$ cat src/rtl/mwg_pkg.sv
package mwg_pkg;

  typedef enum logic [1:0] {
    SHAPE_SINE = 2'd0,
    SHAPE_RISE = 2'd1,
    SHAPE_FALL = 2'd2,
    SHAPE_TRI  = 2'd3
  } shape_e;

  // Parabolic half-wave around mid-scale; peak offset is 126.
  function automatic logic [7:0] sine_point(input logic [7:0] idx);
    logic [12:0] prod;
    logic [7:0]  s;
    prod = {6'd0, idx[6:0]} * {6'd0, 7'd127 - idx[6:0]};
    s    = prod[12:5];
    return idx[7] ? (8'd128 - s) : (8'd128 + s);
  endfunction

  function automatic logic [7:0] tri_point(input logic [7:0] idx);
    return idx[7] ? ~{idx[6:0], 1'b0} : {idx[6:0], 1'b0};
  endfunction

  function automatic logic [7:0] wave_point(input logic [1:0] sel, input logic [7:0] idx);
    case (shape_e'(sel))
      SHAPE_SINE: return sine_point(idx);
      SHAPE_RISE: return idx;
      SHAPE_FALL: return ~idx;
      default:    return tri_point(idx);
    endcase
  endfunction

endpackage

$ cat src/rtl/mwg_phase_seq.sv
module mwg_phase_seq #(
  parameter int NUM_CH = 3,
  parameter int PH_W   = $clog2(NUM_CH + 1)
) (
  input  logic              clk,
  input  logic              rst_n,
  input  logic              restart,
  output logic [PH_W-1:0]   phase,
  output logic [NUM_CH-1:0] cap_en,
  output logic              step_en,
  output logic              upd_strobe
);
  localparam logic [PH_W-1:0] UPD_PH  = PH_W'(NUM_CH);
  localparam logic [PH_W-1:0] LAST_CH = PH_W'(NUM_CH - 1);

  always_ff @(posedge clk or negedge rst_n) begin
    if (!rst_n)                phase <= '0;
    else if (restart)          phase <= '0;
    else if (phase == UPD_PH)  phase <= '0;
    else                       phase <= phase + 1'b1;
  end

  for (genvar i = 0; i < NUM_CH; i++) begin : g_cap
    assign cap_en[i] = (phase == PH_W'(i));
  end

  assign step_en    = (phase == LAST_CH);
  assign upd_strobe = (phase == UPD_PH);
endmodule

$ cat src/rtl/mwg_phase_ctr.sv
module mwg_phase_ctr #(
  parameter int NUM_CH = 3,
  parameter int IDX_W  = 8,
  parameter int PH_W   = 2
) (
  input  logic                    clk,
  input  logic                    rst_n,
  input  logic                    load,
  input  logic [NUM_CH*IDX_W-1:0] load_data,
  input  logic                    step,
  input  logic [PH_W-1:0]         phase,
  output logic [NUM_CH*IDX_W-1:0] cnt_flat,
  output logic [IDX_W-1:0]        addr_idx
);
  for (genvar i = 0; i < NUM_CH; i++) begin : g_ctr
    always_ff @(posedge clk or negedge rst_n) begin
      if (!rst_n)    cnt_flat[i*IDX_W +: IDX_W] <= '0;
      else if (load) cnt_flat[i*IDX_W +: IDX_W] <= load_data[i*IDX_W +: IDX_W];
      else if (step) cnt_flat[i*IDX_W +: IDX_W] <= cnt_flat[i*IDX_W +: IDX_W] + IDX_W'(1);
    end
  end

  // Time-division address mux: the active phase selects one index.
  always_comb begin
    addr_idx = '0;
    for (int i = 0; i < NUM_CH; i++) begin
      if (phase == PH_W'(i)) addr_idx = cnt_flat[i*IDX_W +: IDX_W];
    end
  end
endmodule

$ cat src/rtl/mwg_wave_rom.sv
module mwg_wave_rom #(
  parameter int SEL_W  = 2,
  parameter int IDX_W  = 8,
  parameter int DATA_W = 8,
  localparam int ADDR_W = SEL_W + IDX_W
) (
  input  logic [ADDR_W-1:0] addr,
  output logic [DATA_W-1:0] data
);
  import mwg_pkg::*;
  assign data = DATA_W'(wave_point(2'(addr[IDX_W +: SEL_W]), 8'(addr[IDX_W-1:0])));
endmodule

$ cat src/rtl/mwg_chan_buf.sv
module mwg_chan_buf #(
  parameter int NUM_CH   = 3,
  parameter int SAMPLE_W = 8
) (
  input  logic                       clk,
  input  logic                       rst_n,
  input  logic [NUM_CH-1:0]          cap_en,
  input  logic [SAMPLE_W-1:0]        rom_data,
  input  logic                       upd,
  output logic [NUM_CH*SAMPLE_W-1:0] hold_flat,
  output logic [NUM_CH*SAMPLE_W-1:0] sample_o
);
  for (genvar i = 0; i < NUM_CH; i++) begin : g_hold
    always_ff @(posedge clk or negedge rst_n) begin
      if (!rst_n)         hold_flat[i*SAMPLE_W +: SAMPLE_W] <= '0;
      else if (cap_en[i]) hold_flat[i*SAMPLE_W +: SAMPLE_W] <= rom_data;
    end
  end

  always_ff @(posedge clk or negedge rst_n) begin
    if (!rst_n)   sample_o <= '0;
    else if (upd) sample_o <= hold_flat;
  end
endmodule

$ cat src/rtl/mux_wave_gen.sv
module mux_wave_gen #(
  parameter int NUM_CH   = 3,
  parameter int IDX_W    = 8,
  parameter int SEL_W    = 2,
  parameter int SAMPLE_W = 8
) (
  input  logic                       clk,
  input  logic                       rst_n,
  input  logic                       load_en,
  input  logic [NUM_CH*IDX_W-1:0]    load_data,
  input  logic [SEL_W-1:0]           func_sel,
  output logic [NUM_CH*SAMPLE_W-1:0] sample_o,
  output logic                       upd_o
);
  localparam int PH_W   = $clog2(NUM_CH + 1);
  localparam int ADDR_W = SEL_W + IDX_W;

  logic [PH_W-1:0]            phase;
  logic [NUM_CH-1:0]          cap_en;
  logic                       step_en;
  logic                       upd_strobe;
  logic [NUM_CH*IDX_W-1:0]    cnt_flat;
  logic [IDX_W-1:0]           addr_idx;
  logic [SEL_W-1:0]           func_q;
  logic [ADDR_W-1:0]          rom_addr;
  logic [SAMPLE_W-1:0]        rom_data;
  logic [NUM_CH*SAMPLE_W-1:0] hold_flat;

  // Shape select is committed only at a frame boundary.
  always_ff @(posedge clk or negedge rst_n) begin
    if (!rst_n)                     func_q <= '0;
    else if (load_en || upd_strobe) func_q <= func_sel;
  end

  mwg_phase_seq #(.NUM_CH(NUM_CH), .PH_W(PH_W)) u_seq (
    .clk(clk), .rst_n(rst_n), .restart(load_en), .phase(phase),
    .cap_en(cap_en), .step_en(step_en), .upd_strobe(upd_strobe)
  );

  mwg_phase_ctr #(.NUM_CH(NUM_CH), .IDX_W(IDX_W), .PH_W(PH_W)) u_ctr (
    .clk(clk), .rst_n(rst_n), .load(load_en), .load_data(load_data),
    .step(step_en), .phase(phase), .cnt_flat(cnt_flat), .addr_idx(addr_idx)
  );

  assign rom_addr = {func_q, addr_idx};

  mwg_wave_rom #(.SEL_W(SEL_W), .IDX_W(IDX_W), .DATA_W(SAMPLE_W)) u_rom (
    .addr(rom_addr), .data(rom_data)
  );

  mwg_chan_buf #(.NUM_CH(NUM_CH), .SAMPLE_W(SAMPLE_W)) u_buf (
    .clk(clk), .rst_n(rst_n), .cap_en(cap_en), .rom_data(rom_data),
    .upd(upd_strobe), .hold_flat(hold_flat), .sample_o(sample_o)
  );

  assign upd_o = upd_strobe;
endmodule

$ cat config.mk
export PLATFORM = sky130hd
export DESIGN_NAME = mux_wave_gen
export DESIGN_NICKNAME = d
export VERILOG_FILES = /design/src/rtl/mwg_pkg.sv /design/src/rtl/mwg_phase_seq.sv /design/src/rtl/mwg_phase_ctr.sv /design/src/rtl/mwg_wave_rom.sv /design/src/rtl/mwg_chan_buf.sv /design/src/rtl/mux_wave_gen.sv
export SDC_FILE = /design/constraint.sdc
export NUM_CORES = 1
export LEC_CHECK = 0
export BUFFER_PORTS_ARGS = -buffer_cell sky130_fd_sc_hd__buf_2
export CAP_MARGIN = 10
export CORE_ASPECT_RATIO = 1.4
export CORE_UTILIZATION = 26
export DETAILED_ROUTE_END_ITERATION = 7
export PLACE_DENSITY = 0.45
export SYNTH_ARGS = -nofsm -noshare
export SYNTH_HDL_FRONTEND = slang
export SYNTH_SLANG_ARGS = --single-unit
$ cat constraint.sdc
create_clock -name clk -period 5.63 [get_ports clk]
set_input_delay 0.8445 -clock clk [delete_from_list [all_inputs] [get_ports clk]]
set_output_delay 0.8445 -clock clk [all_outputs]
set_load 0.02 [all_outputs]
==> results of run 1 <==
==> timing repair <==
action / 4_1_cts / 5_1_grt
buffers inserted: 3 / 14
endpoints found under the setup margin: 9 / 12
cloned: 0 / 0
hold buffers: 0 / 0
pin swaps: 4 / 31
resized for setup: 11 / 64
==> cell usage after synthesis (all sizes together), types with 7 or more instances <==
cell	instances
fa	16
xor2	21
inv	46
a31oi	11
nor2	61
and3	7
a2111oi	8
nand2	77
nand3	13
mux2	29
dfrtp	76
xnor2	9
clkbuf	30
a211oi	8
nor3	8
a21oi	13
ha	43
mux2i	7
nand4	11
o21ai	37
==> sequential cells by signal (all words and copies together), names as in the netlist <==
name and count:
func_q 2, u_buf.hold_flat 24, u_buf.sample_o 24, u_ctr.cnt_flat 24, u_seq.phase 2
==> per-layer routing <==
layer	vias up	GRT usage [%]
met3	19	1.80
met1	2373	18.0
met5	-	0
li1	2361	-
met4	0	5.87
met2	86	28.7
==> critical path, delay by kind of cell (launching register included) <==
kind	cells	cell delay, ns
adders and majority gates	7	2.38
AOI/OAI and AO/OA	8	1.66
DFF	1	0.43
and+or+nand+nor	2	0.44
buffers and inverters	9	0.63
==> cell type report <==
type / instances / area [um^2] / share of cell area, %
Multi-Input combinational cell: 455 / 3760 / 50.7
Sequential cell: 76 / 1900 / 25.7
Timing Repair Buffer: 128 / 877 / 11.8
Tap cell: 260 / 325 / 4.39
Clock buffer: 11 / 243 / 3.28
Inverter: 46 / 193 / 2.60
Clock inverter: 5 / 108 / 1.45
==> worst max-delay path by stage <==
stage	from	to	slack, ns	cells past startpoint
6_report	u_seq.phase[0]	u_buf.hold_flat[20]	-0.07	26
5_1_grt	u_seq.phase[1]	u_buf.hold_flat[20]	-0.23	25
4_1_cts	u_seq.phase[1]	u_buf.hold_flat[12]	-0.005	24
3_5_place_dp	u_seq.phase[0]	u_buf.hold_flat[23]	-0.12	21
3_3_place_gp	u_seq.phase[0]	u_buf.hold_flat[23]	-0.10	22
2_1_floorplan	u_seq.phase[1]	u_buf.hold_flat[12]	0.01	26
==> cells in the final DEF (no fill, tap or decap), drive strengths merged, types with 4 or more instances in the layout <==
cell type  count
a2111oi        8
a211oi         8
a21o           5
a21oi         13
a22oi          4
a311oi         4
a31oi         11
and2           5
and3           7
buf          128
clkbuf        11
dfrtp         76
fa            16
ha            43
inv           47
mux2          29
mux2i          7
nand2         77
nand3         13
nand4         11
nor2          61
nor2b          4
nor3           8
nor4           4
o2111a         4
o21a           5
o21ai         37
o311ai         5
o31ai          5
xnor2          9
xor2          21
==> logic make-up (layout without fill, tap and decap cells) <==
logic type	count (synthesis)	in the layout	share of synthesized area, %
XOR/XNOR	30	30	4.71
AO/OA/AOI/OAI	130	130	17.4
AND/OR/NAND/NOR	200	200	15.9
adder cells (fa/ha/maj)	59	59	15.4
flip-flops	76	76	34.1
multiplexers	36	36	7.10
buffers and inverters	81	190	5.47
==> through the flow <==
| step | setup TNS, ns | setup WS (ns) |
|---|---|---|
| floorplan | 0 | 0.0122 |
| global placement | -0.243 | -0.105 |
| detailed placement | -0.346 | -0.118 |
| CTS | -0.00616 | -0.00468 |
| global route | -1.64 | -0.232 |
| finish | -0.161 | -0.0661 |
==> out/summary.txt, run 1 <==
CP peak stage delay - 0.54 ns
Synthesized flop and latch total - 76
Worst reg-to-reg path cell count - 26
Drt wl/cell - 16.7 um
Worst path most repeated cell - inv_2
Hold Violations, Final - 0
Antenna Cells - 0
Placed Cells - 948
Largest net degree at the start of global routing - 54
CTS H-tree lvls - 3
Met3 WL post-DR - 446 um
Synthesized Nets - 700
Worst Path Max Fanout - 8
Cell Area, Synth - 5580 um^2
Synth async-reset ratio - 100%
Routed WL - 16400 um
CTS Root Cell - clkbuf_16
Final setup vio count - 4
I/O pin count - 54
Final worst-path cycle share - 101%
Post-synthesis cell type count - 61
Core region area - 21100 um^2
Initial DRC count - 252
DRC - 0
Grt ovf - 0
NumNets Final - 804
Metal2 WL - 8790 um
Pins Over Slew Limit - 0
CTS Buf Count - 9
CTS sink count - 76
Die W - 126 um
CTS tree - done
Relative slew margins - 35.7%
Slowest-stage cell, CP - fa_1
Met1 wire length - 6770 um
Number of fill cells - 2179
First-pass GRT wire length - 26500 um
Reg-to-reg setup timing slack - -0.07 ns
Total number of vias - 4839
CP Data Arrival Time - 5.91 ns
Worst Path Required - 5.84 ns
Ranking of synthesized cells by area - dfrtp_1 (34%), ha_1 (9.6%), mux2_2 (5.8%)
Vias in the first global route - 4994
YS warnings - 0
Top_reg_cell synth - dfrtp_1
Dpl cell area - 6600 um^2
CP Launch Type - flip-flop
Port Buffers - 53
CP endpoint kind - flip-flop
Failing checks - setup timing
Final ANT Viol Nets - 0
Final design area excluding fillers - 7410 um^2
Chip height - 175 um
Max Cap Violations - 0
Area Overhead vs Synth - 32.6%
Top sig layer - met4
Mapped Cells - 612
Avg Synthesized Cell Area - 9.12 um^2
Status - finished with violations
Final hold slack - 0.380 ns
Class of the worst hold path - input port to asynchronous set/reset pin
Core Rows - 63
Register area share after synthesis - 34.1%
Tmin final - 5.70 ns
Reg-to-Reg End - u_buf.hold_flat[20]
Max Clk Rate - 0.176 GHz
Reg clk slew, reported paths - 0.06 ns
Gp weighted congestion - 0.850
Setup ws final - -0.0661 ns
Worst-Margin Slew - 0.957 ns
HPWL after DPL - 12400 um
Clk buf depth - 2
Initial antenna violation count - 0
Post-synth EDFFs - 0
Area leader, netlist - dfrtp_1
Share of layout cells above drive strength 1 - 33.7%
Latest clock arrival within the worst-skew pair - 0.35 ns
Critical setup path kind - flip-flop to flip-flop
Final Non-Filler Cells - 981
Clk_skew - 0.00652 ns
Via density - 4.93
Final core utilization - 35.1%
Yosys top cell area share - 34.1%
Total track usage - 15.4%
Starting density of the core - 26.4%
Reg2reg start - u_seq.phase[0]
First-pass detailed-route iteration total - 5
RSZ-0062 raised after global routing - true
Area of the die - 22100 um^2
Power of run 1 is left out: the tool's default activity adds up to more than one toggle a clock period on the data nets, which glitch-free logic cannot reach.
==> run 2: changes to the inputs <==
--- a/config.mk
+++ b/config.mk
@@ -5,6 +5,7 @@
 export SDC_FILE = /design/constraint.sdc
 export NUM_CORES = 1
 export LEC_CHECK = 0
+export ABC_AREA = 1
 export BUFFER_PORTS_ARGS = -buffer_cell sky130_fd_sc_hd__buf_2
 export CAP_MARGIN = 10
 export CORE_ASPECT_RATIO = 1.4
==> out/summary.txt, run 2 <==
Worst Path Max Fanout - 10
Drt wl/cell - 14.0 um
CTS-repair resized insts - 0
Hold Violations, Final - 0
Critical setup path kind - flip-flop to flip-flop
Final core utilization - 31.6%
Final worst-path cycle share - 94.0%
Relative slew margins - 35.5%
CTS Root Cell - clkbuf_16
Area occupied by multi-input gates - 3200 um^2
CTS tree - done
Clk buf depth - 2
Synthesized Nets - 761
Most frequent cells in the layout - nand2_1 (191), inv_1 (84), dfrtp_1 (76)
Largest net degree at the start of global routing - 77
Cell Pwr Density - 695 nW/um^2
Initial antenna violation count - 0
Cell Area, Synth - 5530 um^2
Worst-Margin Slew - 0.967 ns
First-pass GRT wire length - 23300 um
CTS Hold Bufs - 0
CP Data Arrival Time - 5.52 ns
Pins Over Slew Limit - 0
Total number of vias - 4448
Top cells by count, synth - nand2_1 (191), inv_1 (84), dfrtp_1 (76), nor2_1 (60), ha_1 (43)
DRC - 2
CP endpoint kind - flip-flop
VDD IR max - 0.000209 V
Tmin final - 5.29 ns
Chip height - 174 um
Status - finished with violations
Commonest non-fill, non-tap cell in the layout - nand2_1
Routed WL - 14000 um
Synth async-reset ratio - 100%
Worst Path Required - 5.86 ns
Ranking of synthesized cells by area - dfrtp_1 (34%), nand2_1 (13%), ha_1 (9.7%)
Combinational power share - 67.5%
CP Launch Type - flip-flop
Max Cap Violations - 0
CTS sink count - 76
Max Clk Rate - 0.189 GHz
Synthesized flop and latch total - 76
Register area share after synthesis - 34.4%
HPWL after DPL - 10900 um
Post-synthesis cell type count - 47
Final ANT Viol Nets - 0
Initial DRC count - 155
Area of the die - 21800 um^2
First-pass detailed-route iteration total - 6
Top_reg_cell synth - dfrtp_1
Register area - 1900 um^2
Antenna Cells - 0
Post-synth EDFFs - 0
Area leader, netlist - dfrtp_1
Die W - 125 um
Total chip power - 4.55 mW
Failing checks - DRC
Clk_skew - 0.00701 ns
Port Buffers - 53
Worst reg-to-reg path cell count - 26
Mapped Cells - 673
Number of fill cells - 2178
Class of the worst hold path - flip-flop to flip-flop
Sequential Power Share - 18.6%
Via density - 4.45
CTS H-tree lvls - 3
Count leader, synth - nand2_1
Hold path cells - 2
Vias in the first global route - 4554
Area Overhead vs Synth - 18.6%
CTS Buf Count - 9
Gp weighted congestion - 0.824
Largest regs - u_buf.hold_flat x24, u_buf.sample_o x24, u_ctr.cnt_flat x24
Core region area - 20700 um^2
Share of layout cells above drive strength 1 - 21.2%
Reg clk slew, reported paths - 0.06 ns
I/O pin count - 54
NumNets Final - 827
Leak pwr - 3.37 nW
Grt ovf - 0
Core Rows - 62
YS warnings - 0
Switching share of power - 49.9%
Post-CTS Setup Bufs - 0
Internal power - 2.28 mW
Latest clock arrival within the worst-skew pair - 0.34 ns
Final setup vio count - 0
Total track usage - 13.7%
Clock group share of total power - 13.9%
Yosys top cell area share - 34.4%
Avg Synthesized Cell Area - 8.21 um^2
Starting density of the core - 26.7%
Switching power - 2.27 mW
[run 2: cell type report]
| type | instances | share of cell area [%] |
|---|---|---|
| Clock buffer | 11 | 3.70 |
| Clock inverter | 5 | 1.26 |
| Inverter | 94 | 5.54 |
| Multi-Input combinational cell | 485 | 48.9 |
| Sequential cell | 76 | 29.0 |
| Tap cell | 256 | 4.89 |
| Timing Repair Buffer | 73 | 6.74 |
[run 2: power by group through the flow]
stage	logic (mW)	clock network, mW	registers (mW)
2_1_floorplan	2.16	0	0.932
3_3_place_gp	3.05	0	0.857
3_5_place_dp	3.03	0	0.857
4_1_cts	3.05	0.652	0.848
5_1_grt	3.53	0.675	0.873
6_report	3.07	0.633	0.846
[run 2: through the flow]
step	TNS (ns)	area [um^2]	hold slack [ns]	instances	setup WS, ns
global placement	0	6150	0.464	984	0.0183
floorplan	0	5530	0.443	673	0.530
global route	-0.0220	6550	0.507	1000	-0.0175
CTS	0	6470	0.477	1000	0.0199
finish	0	6550	0.473	1000	0.337
detailed placement	0	6150	0.461	984	0.0483
[run 2: critical path, cell delays in order (launching register included)]
cell and delay [ns]:
dfrtp_1 0.38, buf_4 0.15, ha_4 0.16, buf_4 0.18
nand2_1 0.06, o21ai_1 0.07, nand2_1 0.11, o21ai_4 0.06
buf_4 0.18, ha_1 0.28, inv_1 0.04, ha_1 0.28
ha_1 0.29, inv_1 0.05, fa_1 0.53, inv_1 0.05
fa_1 0.48, ha_2 0.40, inv_1 0.08, nand2_2 0.08
nand3_1 0.09, and2_1 0.18, ha_1 0.28, o211ai_1 0.24
o2111ai_2 0.28, nand2_1 0.13, nand2_1 0.05
[run 2: final timing paths]
check | end | from | slack (ns)
setup / recovery | u_buf.hold_flat[17] | u_seq.phase[0] | 0.34
hold reg to reg | u_buf.hold_flat[2] | u_buf.hold_flat[2] | 0.47
max in group asynchronous | u_ctr.cnt_flat[17] | rst_n | 4.35
setup reg to reg | u_buf.hold_flat[17] | u_seq.phase[0] | 0.34
min in group asynchronous | u_buf.sample_o[3] | rst_n | 0.66
hold / removal | u_buf.hold_flat[2] | u_buf.hold_flat[2] | 0.47
[run 2: layer usage]
| layer | GRT usage (%) | vias up | routed length, um | part of all wire [%] |
|---|---|---|---|---|
| li1 | - | 2287 | - | - |
| met1 | 16.2 | 2092 | 6030 | 43 |
| met2 | 25.1 | 58 | 7420 | 53 |
| met3 | 2.86 | 11 | 383 | 2.7 |
| met4 | 3.10 | 0 | 131 | 0.94 |
| met5 | 0 | - | 0 | 0 |
[run 2: cells by family after synthesis]
group / share of synthesized area [%]
AO/OA/AOI/OAI: 8.63
buffers and inverters: 8.81
multiplexers: 4.89
flip-flops: 34.4
adder cells (fa/ha/maj): 15.5
XOR/XNOR: 3.17
AND/OR/NAND/NOR: 24.5
(Power assumes the default switching activity.)
